**src/rtl/rns_bx_pkg.sv**
```systemverilog
package rns_bx_pkg;

  typedef enum logic [1:0] {
    ST_IDLE,
    ST_FEED,
    ST_DRAIN
  } bx_state_e;

  // (a*b) mod m, operands below 2^31
  function automatic longint mul_mod(input longint a, input longint b, input longint m);
    return (a * b) % m;
  endfunction

  // modular inverse by extended Euclid
  function automatic longint inv_mod(input longint a, input longint m);
    longint t, nt, r, nr, qq, tmp;
    t  = 0;
    nt = 1;
    r  = m;
    nr = a % m;
    while (nr != 0) begin
      qq  = r / nr;
      tmp = t - qq * nt;
      t   = nt;
      nt  = tmp;
      tmp = r - qq * nr;
      r   = nr;
      nr  = tmp;
    end
    if (t < 0) t = t + m;
    return t;
  endfunction

endpackage

```
**src/rtl/rns_bx_modred.sv**
```systemverilog
// Reduce a 2W-bit value modulo m = 2^W - h with h < 2^(W/2): three folds, one subtract.
module rns_bx_modred #(
  parameter int W  = 16,
  parameter int HW = W / 2
) (
  input  logic [2*W-1:0] p_i,
  input  logic [W-1:0]   m_i,
  input  logic [HW-1:0]  h_i,
  output logic [W-1:0]   r_o
);
  localparam int PW = 2 * W;
  localparam logic [PW-1:0] LO_MASK = (PW'(1) << W) - PW'(1);

  logic [PW-1:0] hx, mx, t1, t2, t3;

  assign hx = PW'(h_i);
  assign mx = PW'(m_i);
  assign t1 = (p_i >> W) * hx + (p_i & LO_MASK);
  assign t2 = (t1 >> W) * hx + (t1 & LO_MASK);
  assign t3 = (t2 >> W) * hx + (t2 & LO_MASK);
  assign r_o = (t3 >= mx) ? W'(t3 - mx) : W'(t3);

endmodule

```
**src/rtl/rns_bx_cox.sv**
```systemverilog
// Fractional quotient estimator: one integer bit over T fraction bits.
module rns_bx_cox #(
  parameter int T = 6,
  parameter logic [T-1:0] SIGMA0 = '0
) (
  input  logic         clk_i,
  input  logic         rst_ni,
  input  logic         init_i,
  input  logic         step_i,
  input  logic [T-1:0] frac_i,
  output logic         q_o
);
  logic [T-1:0] sigma_q;
  logic [T:0]   sum;

  assign sum = {1'b0, sigma_q} + {1'b0, frac_i};
  assign q_o = sum[T];

  always_ff @(posedge clk_i or negedge rst_ni) begin
    if (!rst_ni)     sigma_q <= SIGMA0;
    else if (init_i) sigma_q <= SIGMA0;
    else if (step_i) sigma_q <= sum[T-1:0];
  end

endmodule

```
**src/rtl/rns_bx_dest_ch.sv**
```systemverilog
// One destination channel: acc = acc + xi*coef + q*neg_ma (mod m).
module rns_bx_dest_ch #(
  parameter int W  = 16,
  parameter int HW = W / 2
) (
  input  logic          clk_i,
  input  logic          rst_ni,
  input  logic          clr_i,
  input  logic          en_i,
  input  logic [W-1:0]  xi_i,
  input  logic [W-1:0]  coef_i,
  input  logic [W-1:0]  neg_ma_i,
  input  logic [W-1:0]  m_i,
  input  logic [HW-1:0] h_i,
  input  logic          q_i,
  output logic [W-1:0]  acc_o
);
  logic [2*W-1:0] prod;
  logic [W-1:0]   term, s1r, corr, acc_d, acc_q;
  logic [W:0]     s1, s2, mw;

  assign prod = (2*W)'(xi_i) * (2*W)'(coef_i);

  rns_bx_modred #(.W(W), .HW(HW)) u_red (
    .p_i (prod),
    .m_i (m_i),
    .h_i (h_i),
    .r_o (term)
  );

  assign mw    = {1'b0, m_i};
  assign s1    = {1'b0, acc_q} + {1'b0, term};
  assign s1r   = (s1 >= mw) ? W'(s1 - mw) : W'(s1);
  assign corr  = q_i ? neg_ma_i : '0;
  assign s2    = {1'b0, s1r} + {1'b0, corr};
  assign acc_d = (s2 >= mw) ? W'(s2 - mw) : W'(s2);

  always_ff @(posedge clk_i or negedge rst_ni) begin
    if (!rst_ni)    acc_q <= '0;
    else if (clr_i) acc_q <= '0;
    else if (en_i)  acc_q <= acc_d;
  end

  assign acc_o = acc_q;

endmodule

```
**src/rtl/rns_bx_unit.sv**
```systemverilog
module rns_bx_unit #(
  parameter int W  = 16,
  parameter int NA = 4,
  parameter int NB = 4,
  parameter int T  = 6,
  parameter logic [T-1:0]    SIGMA0 = '0,
  parameter logic [NA*W-1:0] MOD_A  = {16'd65479, 16'd65497, 16'd65519, 16'd65521},
  parameter logic [NB*W-1:0] MOD_B  = {16'd65423, 16'd65437, 16'd65447, 16'd65449}
) (
  input  logic          clk_i,
  input  logic          rst_ni,
  input  logic          start_i,
  input  logic [NA*W-1:0] x_i,
  output logic          busy_o,
  output logic          done_o,
  output logic [NB*W-1:0] y_o
);
  import rns_bx_pkg::*;

  localparam int HW = W / 2;
  localparam int IW = (NA > 1) ? $clog2(NA) : 1;
  localparam logic [IW-1:0] LAST_IDX = IW'(NA - 1);

  function automatic longint mod_a(input int i);
    return longint'(MOD_A[i*W +: W]);
  endfunction

  function automatic longint mod_b(input int j);
    return longint'(MOD_B[j*W +: W]);
  endfunction

  // product of source moduli except channel skip, reduced mod m
  function automatic longint cofactor_mod(input int skip, input longint m);
    longint p;
    p = 1 % m;
    for (int k = 0; k < NA; k++)
      if (k != skip) p = mul_mod(p, mod_a(k) % m, m);
    return p;
  endfunction

  // elaboration-time constant tables
  logic [W-1:0]  inv_tab  [NA];
  logic [W-1:0]  ma_tab   [NA];
  logic [HW-1:0] ha_tab   [NA];
  logic [W-1:0]  coef_tab [NA][NB];
  logic [W-1:0]  mb_tab   [NB];
  logic [HW-1:0] hb_tab   [NB];
  logic [W-1:0]  nma_tab  [NB];

  for (genvar i = 0; i < NA; i++) begin : g_src_const
    localparam longint MI  = mod_a(i);
    localparam longint INV = inv_mod(cofactor_mod(i, MI), MI);
    assign inv_tab[i] = W'(INV);
    assign ma_tab[i]  = W'(MI);
    assign ha_tab[i]  = HW'((longint'(1) << W) - MI);
    for (genvar j = 0; j < NB; j++) begin : g_coef
      assign coef_tab[i][j] = W'(cofactor_mod(i, mod_b(j)));
    end
  end

  for (genvar j = 0; j < NB; j++) begin : g_dst_const
    localparam longint MJ  = mod_b(j);
    localparam longint NMA = (MJ - cofactor_mod(-1, MJ)) % MJ;
    assign mb_tab[j]  = W'(MJ);
    assign hb_tab[j]  = HW'((longint'(1) << W) - MJ);
    assign nma_tab[j] = W'(NMA);
  end

  // control
  bx_state_e     state_q;
  logic [IW-1:0] idx_q, idx1_q;
  logic          v1_q, done_q, accept;
  logic [W-1:0]  x_q [NA];
  logic [W-1:0]  xi_d, xi_q;
  logic [2*W-1:0] scale_prod;
  logic          q_bit;

  assign accept = (state_q == ST_IDLE) && start_i;

  always_ff @(posedge clk_i or negedge rst_ni) begin
    if (!rst_ni) begin
      state_q <= ST_IDLE;
      idx_q   <= '0;
      idx1_q  <= '0;
      v1_q    <= 1'b0;
      done_q  <= 1'b0;
      xi_q    <= '0;
      for (int i = 0; i < NA; i++) x_q[i] <= '0;
    end else begin
      done_q <= 1'b0;
      unique case (state_q)
        ST_IDLE: begin
          v1_q <= 1'b0;
          if (start_i) begin
            for (int i = 0; i < NA; i++) x_q[i] <= x_i[i*W +: W];
            idx_q   <= '0;
            state_q <= ST_FEED;
          end
        end
        ST_FEED: begin
          v1_q   <= 1'b1;
          idx1_q <= idx_q;
          xi_q   <= xi_d;
          if (idx_q == LAST_IDX) state_q <= ST_DRAIN;
          else                   idx_q   <= idx_q + 1'b1;
        end
        ST_DRAIN: begin
          v1_q    <= 1'b0;
          done_q  <= 1'b1;
          state_q <= ST_IDLE;
        end
        default: state_q <= ST_IDLE;
      endcase
    end
  end

  // stage 1: scale residue by inverse cofactor
  assign scale_prod = (2*W)'(x_q[idx_q]) * (2*W)'(inv_tab[idx_q]);

  rns_bx_modred #(.W(W), .HW(HW)) u_scale (
    .p_i (scale_prod),
    .m_i (ma_tab[idx_q]),
    .h_i (ha_tab[idx_q]),
    .r_o (xi_d)
  );

  // stage 2: quotient estimate and destination update
  rns_bx_cox #(.T(T), .SIGMA0(SIGMA0)) u_cox (
    .clk_i  (clk_i),
    .rst_ni (rst_ni),
    .init_i (accept),
    .step_i (v1_q),
    .frac_i (xi_q[W-1 -: T]),
    .q_o    (q_bit)
  );

  for (genvar j = 0; j < NB; j++) begin : g_dst
    logic [W-1:0] acc;
    rns_bx_dest_ch #(.W(W), .HW(HW)) u_ch (
      .clk_i    (clk_i),
      .rst_ni   (rst_ni),
      .clr_i    (accept),
      .en_i     (v1_q),
      .xi_i     (xi_q),
      .coef_i   (coef_tab[idx1_q][j]),
      .neg_ma_i (nma_tab[j]),
      .m_i      (mb_tab[j]),
      .h_i      (hb_tab[j]),
      .q_i      (q_bit),
      .acc_o    (acc)
    );
    assign y_o[j*W +: W] = acc;
  end

  assign busy_o = (state_q != ST_IDLE);
  assign done_o = done_q;

endmodule

```
**config.mk**
```make
export PLATFORM = sky130hd
export DESIGN_NAME = rns_bx_unit
export DESIGN_NICKNAME = d
export VERILOG_FILES = /design/src/rtl/rns_bx_pkg.sv /design/src/rtl/rns_bx_modred.sv /design/src/rtl/rns_bx_cox.sv /design/src/rtl/rns_bx_dest_ch.sv /design/src/rtl/rns_bx_unit.sv
export SDC_FILE = /design/constraint.sdc
export NUM_CORES = 2
export LEC_CHECK = 0
export BUFFER_PORTS_ARGS = -buffer_cell sky130_fd_sc_hd__buf_2
export CELL_PAD_IN_SITES_DETAIL_PLACEMENT = 1
export CELL_PAD_IN_SITES_GLOBAL_PLACEMENT = 1
export CORE_MARGIN = 2
export CORE_UTILIZATION = 52
export DETAILED_ROUTE_END_ITERATION = 7
export PLACE_DENSITY_LB_ADDON = 0.1
export SLEW_MARGIN = 15
export SYNTH_ARGS = -nofsm -noshare
export SYNTH_HDL_FRONTEND = slang
export SYNTH_SLANG_ARGS = --single-unit
export TNS_END_PERCENT = 30
```
**constraint.sdc**
```tcl
create_clock -name clk_i -period 31.9 [get_ports clk_i]
set_clock_uncertainty 0.2 [all_clocks]
set_input_delay 1.595 -clock clk_i [delete_from_list [all_inputs] [get_ports clk_i]]
set_output_delay 1.595 -clock clk_i [all_outputs]
set_load 0.05 [all_outputs]
```
# [After elaboration in Yosys (flattened, before gate mapping)]
# Cells that the tools add are included.
[totals] regBits=158 inputBits=67 out_inout_bits=66 elab_cells=156
[classes] addsub=38 n_mul=20 order_cmp=15 n_eq_ne=6 mux=50 n_bitwise=2 reduce_logical=10
[ops] operator="$mux W16" n=29
[ops] operator="$sub A16 B16 Y16 const B" n=12
[ops] operator="$mul A16 B16 Y32" n=5
[ops] operator="$ge A17 B16 Y1 const B" n=8
[ops] operator="$bmux W64 S2" n=1
[ops] operator="$ge A32 B16 Y1 const B" n=4
[ops] operator="$mux W64" n=2
[ops] operator="$add A16 B16 Y17" n=6
[ops] operator="$add A23 B16 Y24" n=4
[ops] operator="$bmux W16 S2" n=3
[ops] operator="$mul A16 B7 Y23 const B" n=4
[ops] operator="$mul A16 B8 Y24" n=3
[ops] operator="$add A15 B16 Y17" n=4
[ops] operator="$add A8 B16 Y17" n=4
[ops] operator="$add A32 B16 Y32" n=2
[ops] operator="$mul A8 B7 Y15 const B" n=4
[ops] operator="$add A16 B13 Y17" n=2
[ops] operator="$mul A1 B7 Y8 const B" n=4
[ops] operator="$mux W13" n=2
[ops] operator="$add A24 B16 Y25" n=1
[ops] operator="$ge A25 B16 Y1" n=1
[ops] operator="$bmux W8 S2" n=1
[ops] operator="$mux W8" n=2
[ops] operator="$sub A16 B16 Y16" n=1
[ops] operator="18 further kinds" n=32

# [Longest topological paths before layout]
[depth] word_depth=21 ltp_mapped=118

# [Modules after synthesis]
# A second synthesis with hierarchy kept.
[hier_totals] cells_unflattened=13004 hier_area_um2=109640.2
[modules_own_cells] mod="rns_bx_modred at g_dst[0].u_ch.u_red ..." instances=3 cells_each=1103 area_per_inst_um2=9143.8
[modules_own_cells] mod="rns_bx_dest_ch at g_dst[1].u_ch ..." instances=2 cells_each=1470 area_per_inst_um2=12409.4
[modules_own_cells] mod="rns_bx_dest_ch at g_dst[3].u_ch" instances=1 cells_each=1501 area_per_inst_um2=12523.3
[modules_own_cells] mod="rns_bx_dest_ch at g_dst[0].u_ch" instances=1 cells_each=1489 area_per_inst_um2=12339.3
[modules_own_cells] mod="rns_bx_unit" instances=1 cells_each=1240 area_per_inst_um2=12124.1
[modules_own_cells] mod="rns_bx_modred at u_scale" instances=1 cells_each=1245 area_per_inst_um2=9982.1
[modules_own_cells] mod="rns_bx_modred at g_dst[3].u_ch.u_red" instances=1 cells_each=1231 area_per_inst_um2=9959.6
[modules_own_cells] mod="rns_bx_cox" instances=1 cells_each=49 area_per_inst_um2=461.7

# [Worst setup path after synthesis]
# OpenSTA, ideal clock, no wires.
[synth_timing] kind="register -> register" from="register idx1_q[1]" to="register g_dst[3].u_ch.acc_q[11]" setup_time_ns=0.095 arrival_ns=23.639 required_ns=31.605 setup_slack_ns=7.966 stages_incl_launch_ff=113 synth_period_minus_slack_ns=23.934 cell_sequence="dfrtp_1 > clkinv_1 > clkbuf_1 > ha_1 > clkbuf_1 > nor2_1 > ha_1 > inv_1 > fa_1 > inv_1 > fa_1 > inv_1 > fa_1 > inv_1 > fa_1 > fa_1 > ha_1 > a21boi_0 > [... 77 more ...] > ha_1 > inv_1 > fa_1 > clkbuf_1 > nor2b_1 > and3_1 > nand4_1 > and3_1 > buf_2 > or3_1 > a21boi_1 > o31a_4 > or4b_4 > o31a_1 > buf_6 > nor2_2 > a21oi_1 > o31ai_1"
[synth_via] elab_chain_len=21
[synth_rtl] item="from (decl)" line_no="rns_bx_unit.sv:71" rtl="logic [IW-1:0] idx_q, idx1_q;"
[synth_rtl] item="from (signal assigned)" line_no="rns_bx_unit.sv:102" rtl="idx1_q <= idx_q;"
[synth_rtl] item="$not A2 Y3 (not written as such) *" line_no="rns_bx_unit.sv:145" rtl=".coef_i (coef_tab[idx1_q][j]),"
[synth_rtl] item="$bmux W64 S2 *" line_no="rns_bx_unit.sv:145"
[synth_rtl] item="$mux W64 (not written as such) * (2 in series)" line_no="rns_bx_unit.sv:145"
[synth_rtl] item="$mul A16 B16 Y32 *" line_no="rns_bx_dest_ch.sv:22" rtl="assign prod = (2*W)'(xi_i) * (2*W)'(coef_i);"
[synth_rtl] item="$mul A16 B7 Y23" line_no="rns_bx_modred.sv:18" rtl="assign t1 = (p_i >> W) * hx + (p_i & LO_MASK);"
[synth_rtl] item="$add A23 B16 Y24 *" line_no="rns_bx_modred.sv:18"
[synth_rtl] item="$mul A8 B7 Y15" line_no="rns_bx_modred.sv:19" rtl="assign t2 = (t1 >> W) * hx + (t1 & LO_MASK);"
[synth_rtl] item="$add A15 B16 Y17 *" line_no="rns_bx_modred.sv:19"
[synth_rtl] item="[... 4 more ...]"
[synth_rtl] item="$add A16 B16 Y17 *" line_no="rns_bx_dest_ch.sv:32" rtl="assign s1 = {1'b0, acc_q} + {1'b0, term};"
[synth_rtl] item="$sub A16 B16 Y16 / $ge A17 B16 Y1 (equally long branches)" line_no="rns_bx_dest_ch.sv:33" rtl="assign s1r = (s1 >= mw) ? W'(s1 - mw) : W'(s1);"
[synth_rtl] item="$mux W16 *" line_no="rns_bx_dest_ch.sv:33"
[synth_rtl] item="$add A16 B13 Y17 *" line_no="rns_bx_dest_ch.sv:35" rtl="assign s2 = {1'b0, s1r} + {1'b0, corr};"
[synth_rtl] item="$sub A16 B16 Y16 / $ge A17 B16 Y1 (equally long branches)" line_no="rns_bx_dest_ch.sv:36" rtl="assign acc_d = (s2 >= mw) ? W'(s2 - mw) : W'(s2);"
[synth_rtl] item="$mux W16 *" line_no="rns_bx_dest_ch.sv:36"
[synth_rtl] item="$mux W16 *" line_no="rns_bx_dest_ch.sv:41" rtl="else if (en_i) acc_q <= acc_d;"
[synth_rtl] item="$mux W16 *" line_no="rns_bx_dest_ch.sv:40" rtl="else if (clr_i) acc_q <= '0;"
[synth_rtl] item="to (signal assigned)" line_no="rns_bx_dest_ch.sv:39" rtl="if (!rst_ni) acc_q <= '0;"
[synth_rtl] item="to (signal assigned)" line_no="rns_bx_dest_ch.sv:40"
[synth_rtl] item="to (signal assigned)" line_no="rns_bx_dest_ch.sv:41"
[synth_rtl] item="to (decl)" line_no="rns_bx_dest_ch.sv:19" rtl="logic [W-1:0] term, s1r, corr, acc_d, acc_q;"
# Mark *: on every way between the ends. The rest lies on a longest branch, timed or not. The select of a mux whose other input is x is not followed.
# A chain may end at the register's enable or synchronous reset.

# [Final worst setup path]
[layout_timing] from="register idx1_q[1]" to="register g_dst[0].u_ch.acc_q[5]"
[layout_via] elab_chain_len=21
[layout_rtl] item="$not A2 Y3 (not written as such) *" line_no="rns_bx_unit.sv:145"
[layout_rtl] item="$bmux W64 S2 *" line_no="rns_bx_unit.sv:145"
[layout_rtl] item="$mux W64 * (2 in series)"
[layout_rtl] item="$mul A16 B16 Y32 *" line_no="rns_bx_dest_ch.sv:22"
[layout_rtl] item="$mul A16 B7 Y23" line_no="rns_bx_modred.sv:18"
[layout_rtl] item="$add A23 B16 Y24 *" line_no="rns_bx_modred.sv:18"
[layout_rtl] item="$mul A8 B7 Y15" line_no="rns_bx_modred.sv:19"
[layout_rtl] item="$add A15 B16 Y17 *" line_no="rns_bx_modred.sv:19"
[layout_rtl] item="[... 4 more ...]"
[layout_rtl] item="$add A16 B16 Y17 *" line_no="rns_bx_dest_ch.sv:32"
[layout_rtl] item="$sub A16 B16 Y16 / $ge A17 B16 Y1 (equally long branches)" line_no="rns_bx_dest_ch.sv:33"
[layout_rtl] item="$mux W16 *" line_no="rns_bx_dest_ch.sv:33"
[layout_rtl] item="$add A16 B13 Y17 *" line_no="rns_bx_dest_ch.sv:35"
[layout_rtl] item="$sub A16 B16 Y16 / $ge A17 B16 Y1 (equally long branches)" line_no="rns_bx_dest_ch.sv:36"
[layout_rtl] item="$mux W16 *" line_no="rns_bx_dest_ch.sv:36"
[layout_rtl] item="$mux W16 *" line_no="rns_bx_dest_ch.sv:41"
[layout_rtl] item="$mux W16 *" line_no="rns_bx_dest_ch.sv:40"
[layout_rtl] item="to (signal assigned)" line_no="rns_bx_dest_ch.sv:39"
[layout_rtl] item="to (signal assigned)" line_no="rns_bx_dest_ch.sv:40"
[layout_rtl] item="to (signal assigned)" line_no="rns_bx_dest_ch.sv:41"
[layout_rtl] item="to (decl)" line_no="rns_bx_dest_ch.sv:19"
# Marks and branches as above.

==> metrics.md <==
| Metric | Value |
|---|---|
| Synth Register Bits | 158 |
| Drt via density | 5.709 |
| RSZ-0062 raised after global routing | no |
| Share of cells above drive strength 1 | 0.04028 |
| Hold WC Path Type | register to register |
| Total track usage | 0.3482 |
| Initial core utilization | 0.5233 |
| Seq/Total Area, Yosys | 0.05116 |
| Crit share post-route | 0.9362 |
| Worst Setup Path Type | register to register |
| Largest area contributor in the netlist | fa_1 |
| Vias | 62230 |
| Final ANT Viol Nets | 0 |
| Net Count, Synth | 11510 |
| Top FF cell, synth | dfrtp_1 |
| WL final | 260500 um |
| TritonCTS Buffers | 17 |
| Leading post-synthesis cells by cell area | fa_1, ha_1, inv_1, dfrtp_1, xnor2_1 |
| Final slew viol count | 0 |
| Synth unique cells | 117 |
| Final count of negative-setup-slack endpoints | 0 |
| Reg2Reg Depth | 99 |
| Placed Cells | 10860 |
| P&R area growth vs syn | 4.566% |
| Setup TNS | 0 ps |
| Final nets | 11560 |
| CTS max path bufs | 2 |
| Mapped cell area | 77280 sq um |
| Reg2reg setup slack | 2040 ps |
| Hold Crit Depth | 2 |
| Die W | 389.5 um |
| Gp weighted congestion | 1.088 |
| CTS Root Cell | clkbuf_16 |
| Worst path most repeated cell | a21oi_1 |
| Max_slew headroom | 0.1959 |
| Die Y | 389.5 um |
| Fillers | 17640 |
| Crit-path slowest cell | ha_1 |
| Critical path capture point type | register |
| Largest stage delay on the critical path | 920 ps |
| Last element of the critical path | g_dst[0].u_ch.acc_o[5] |
| Reg-to-Reg Start | idx1_q[1] |
| Reg2reg end | g_dst[0].u_ch.acc_o[5] |
| Fin crit period | 29860 ps |
| First-iteration detailed-routing DRC count | 3656 |
| Top post-synthesis cells by count | inv_1, ha_1, fa_1, nand2_1, xnor2_1 |
| Die area | 151700 sq um |
| H-tree Lvls | 4 |
| Post-synth top area share | 0.2953 |
| Clk slew on worst S/H paths | 110 ps |
| Drt pass-1 iters | 7 |
| Global-route wire length before repair | 403500 um |
| WL/cell | 23.90 um |
| Rows | 141 |
| Initial antenna violation count | 15 |
| Outcome | finished clean |
| Hold path start | x_q[50] |
| Hold_buf cts | 0 |
| Core Region | 147700 sq um |
| Largest net degree at the start of global routing | 69 |
| Most numerous cell in the Yosys netlist | inv_1 |
| Post-cts resize count | 0 |
| I/O pin count | 133 |
| Synth Warn # | 0 |
| Arr. time, crit path | 30110 ps |
| Fin cells | 10900 |
| Dpl hpwl | 226700 um |
| GRT overflow | 0 |
| Clock sinks | 158 |
| I/O Buffers | 132 |
| CP Max Fanout | 22 |
| DRC | 0 |
| Synthesized netlist cell count | 8899 |
| # Post-CTS Setup Buffers | 0 |
| EDFF count, synth | 0 |
| CTS tree | built |
| Slew of the pin with the lowest slew margin | 1202 ps |
| Later-pin clock latency in the skew report | 540 ps |
| Asr flop ratio synth | 1.000 |
| Required time worst endpoint | 32150 ps |
| Maximum clock rate | 33.49 MHz |
| Synthesized area per cell | 8.684 sq um |
| Number of global-route vias before repair | 68190 |
| Max Cap Viol | 0 |
| Critical path launch point type | register |
| Crit path launch | idx1_q[1] |
| Endpoints failing hold | 0 |
==> per-stage QoR <==
step | hold WS (ps) | area (sq um) | util | setup WS (ps)
floorplan | 240.9 | 77280 | - | 7966
global placement | 253.5 | 80180 | 0.5430 | 3578
detailed placement | 261.9 | 80180 | 0.5430 | 2759
CTS | 281.0 | 80770 | 0.5470 | 2617
global route | 315.8 | 80800 | 0.5472 | 387.4
finish | 277.8 | 80810 | 0.5472 | 2036
==> worst max-delay path, delay by kind of cell (launching register included) <==
kind	cells	cell delay (ps)
buffers and inverters	15	2440
flip-flops	1	830
AO/OA/AOI/OAI	43	11670
AND/OR/NAND/NOR	13	2850
XOR/XNOR	6	1970
multiplexers	1	140
adder cells (fa/ha/maj)	21	9570
==> layout make-up <==
type | count | area (sq um) | share of cell area
multi-input combinational | 6496 | 64880 | 0.8029
inverter | 2084 | 7823 | 0.09681
sequential | 158 | 3960 | 0.04901
tap | 1930 | 2415 | 0.02988
timing repair buffer | 192 | 1130 | 0.01398
clock buffer | 18 | 429.2 | 0.005311
clock inverter | 14 | 151.4 | 0.001874
antenna | 8 | 20.02 | 0.0002477
==> cell usage in the layout, fill, tap and decap left out, types with 44 or more instances in the layout <==
cell         n
a31oi_1     56
a21oi_1    346
nand2b_1   121
nor3_1     134
dfrtp_1    155
a21boi_0    44
fa_1      1140
nor2b_1    141
and2_1     171
ha_1      1405
o21bai_1    96
xnor2_1    432
or3_1       46
nor2_1     405
a21o_1     103
buf_2      131
xor2_1     164
buf_4       59
o21ai_0    250
nand2_1    632
o21a_1      52
inv_1     2080
and3_1      67
nand3_1    117
==> sequential cells by signal (all words and copies together), names as in the netlist <==
name	cells
done_o	1
g_dst.u_ch.acc_o	64
idx1_q	2
idx_q	2
state_q	2
u_cox.sigma_q	6
v1_q	1
x_q	64
xi_q	16
==> metal layers <==
metal  share of wire  vias up  GRT usage
li1                -    28560          -
met5         0.00043        -          0
met1            0.41    31510     0.4311
met4           0.065       18     0.1828
met2            0.48     1579     0.5871
met3           0.053      565    0.05233
==> worst min path at each step <==
stage	endpoint	slack, ps
final	x_q[50]	280
after global routing	x_q[50]	320
after CTS	x_q[50]	280
after detailed placement	x_q[42]	260
after global placement	x_q[45]	250
after floorplan	x_q[32]	240
==> cell families after synthesis <==
family                   Yosys count  share of synthesized area
AO/OA/AOI/OAI                   1250                     0.1067
XOR/XNOR                         598                    0.06797
adder cells (fa/ha/maj)         2545                     0.5228
buffers and inverters           2245                     0.1096
flip-flops                       158                    0.05116
multiplexers                      65                    0.01124
other                              1                 0.00004853
AND/OR/NAND/NOR                 2037                     0.1304
Power is left out: the tool's default activity adds up to more than one toggle a clock period on the data nets, which glitch-free logic cannot reach.
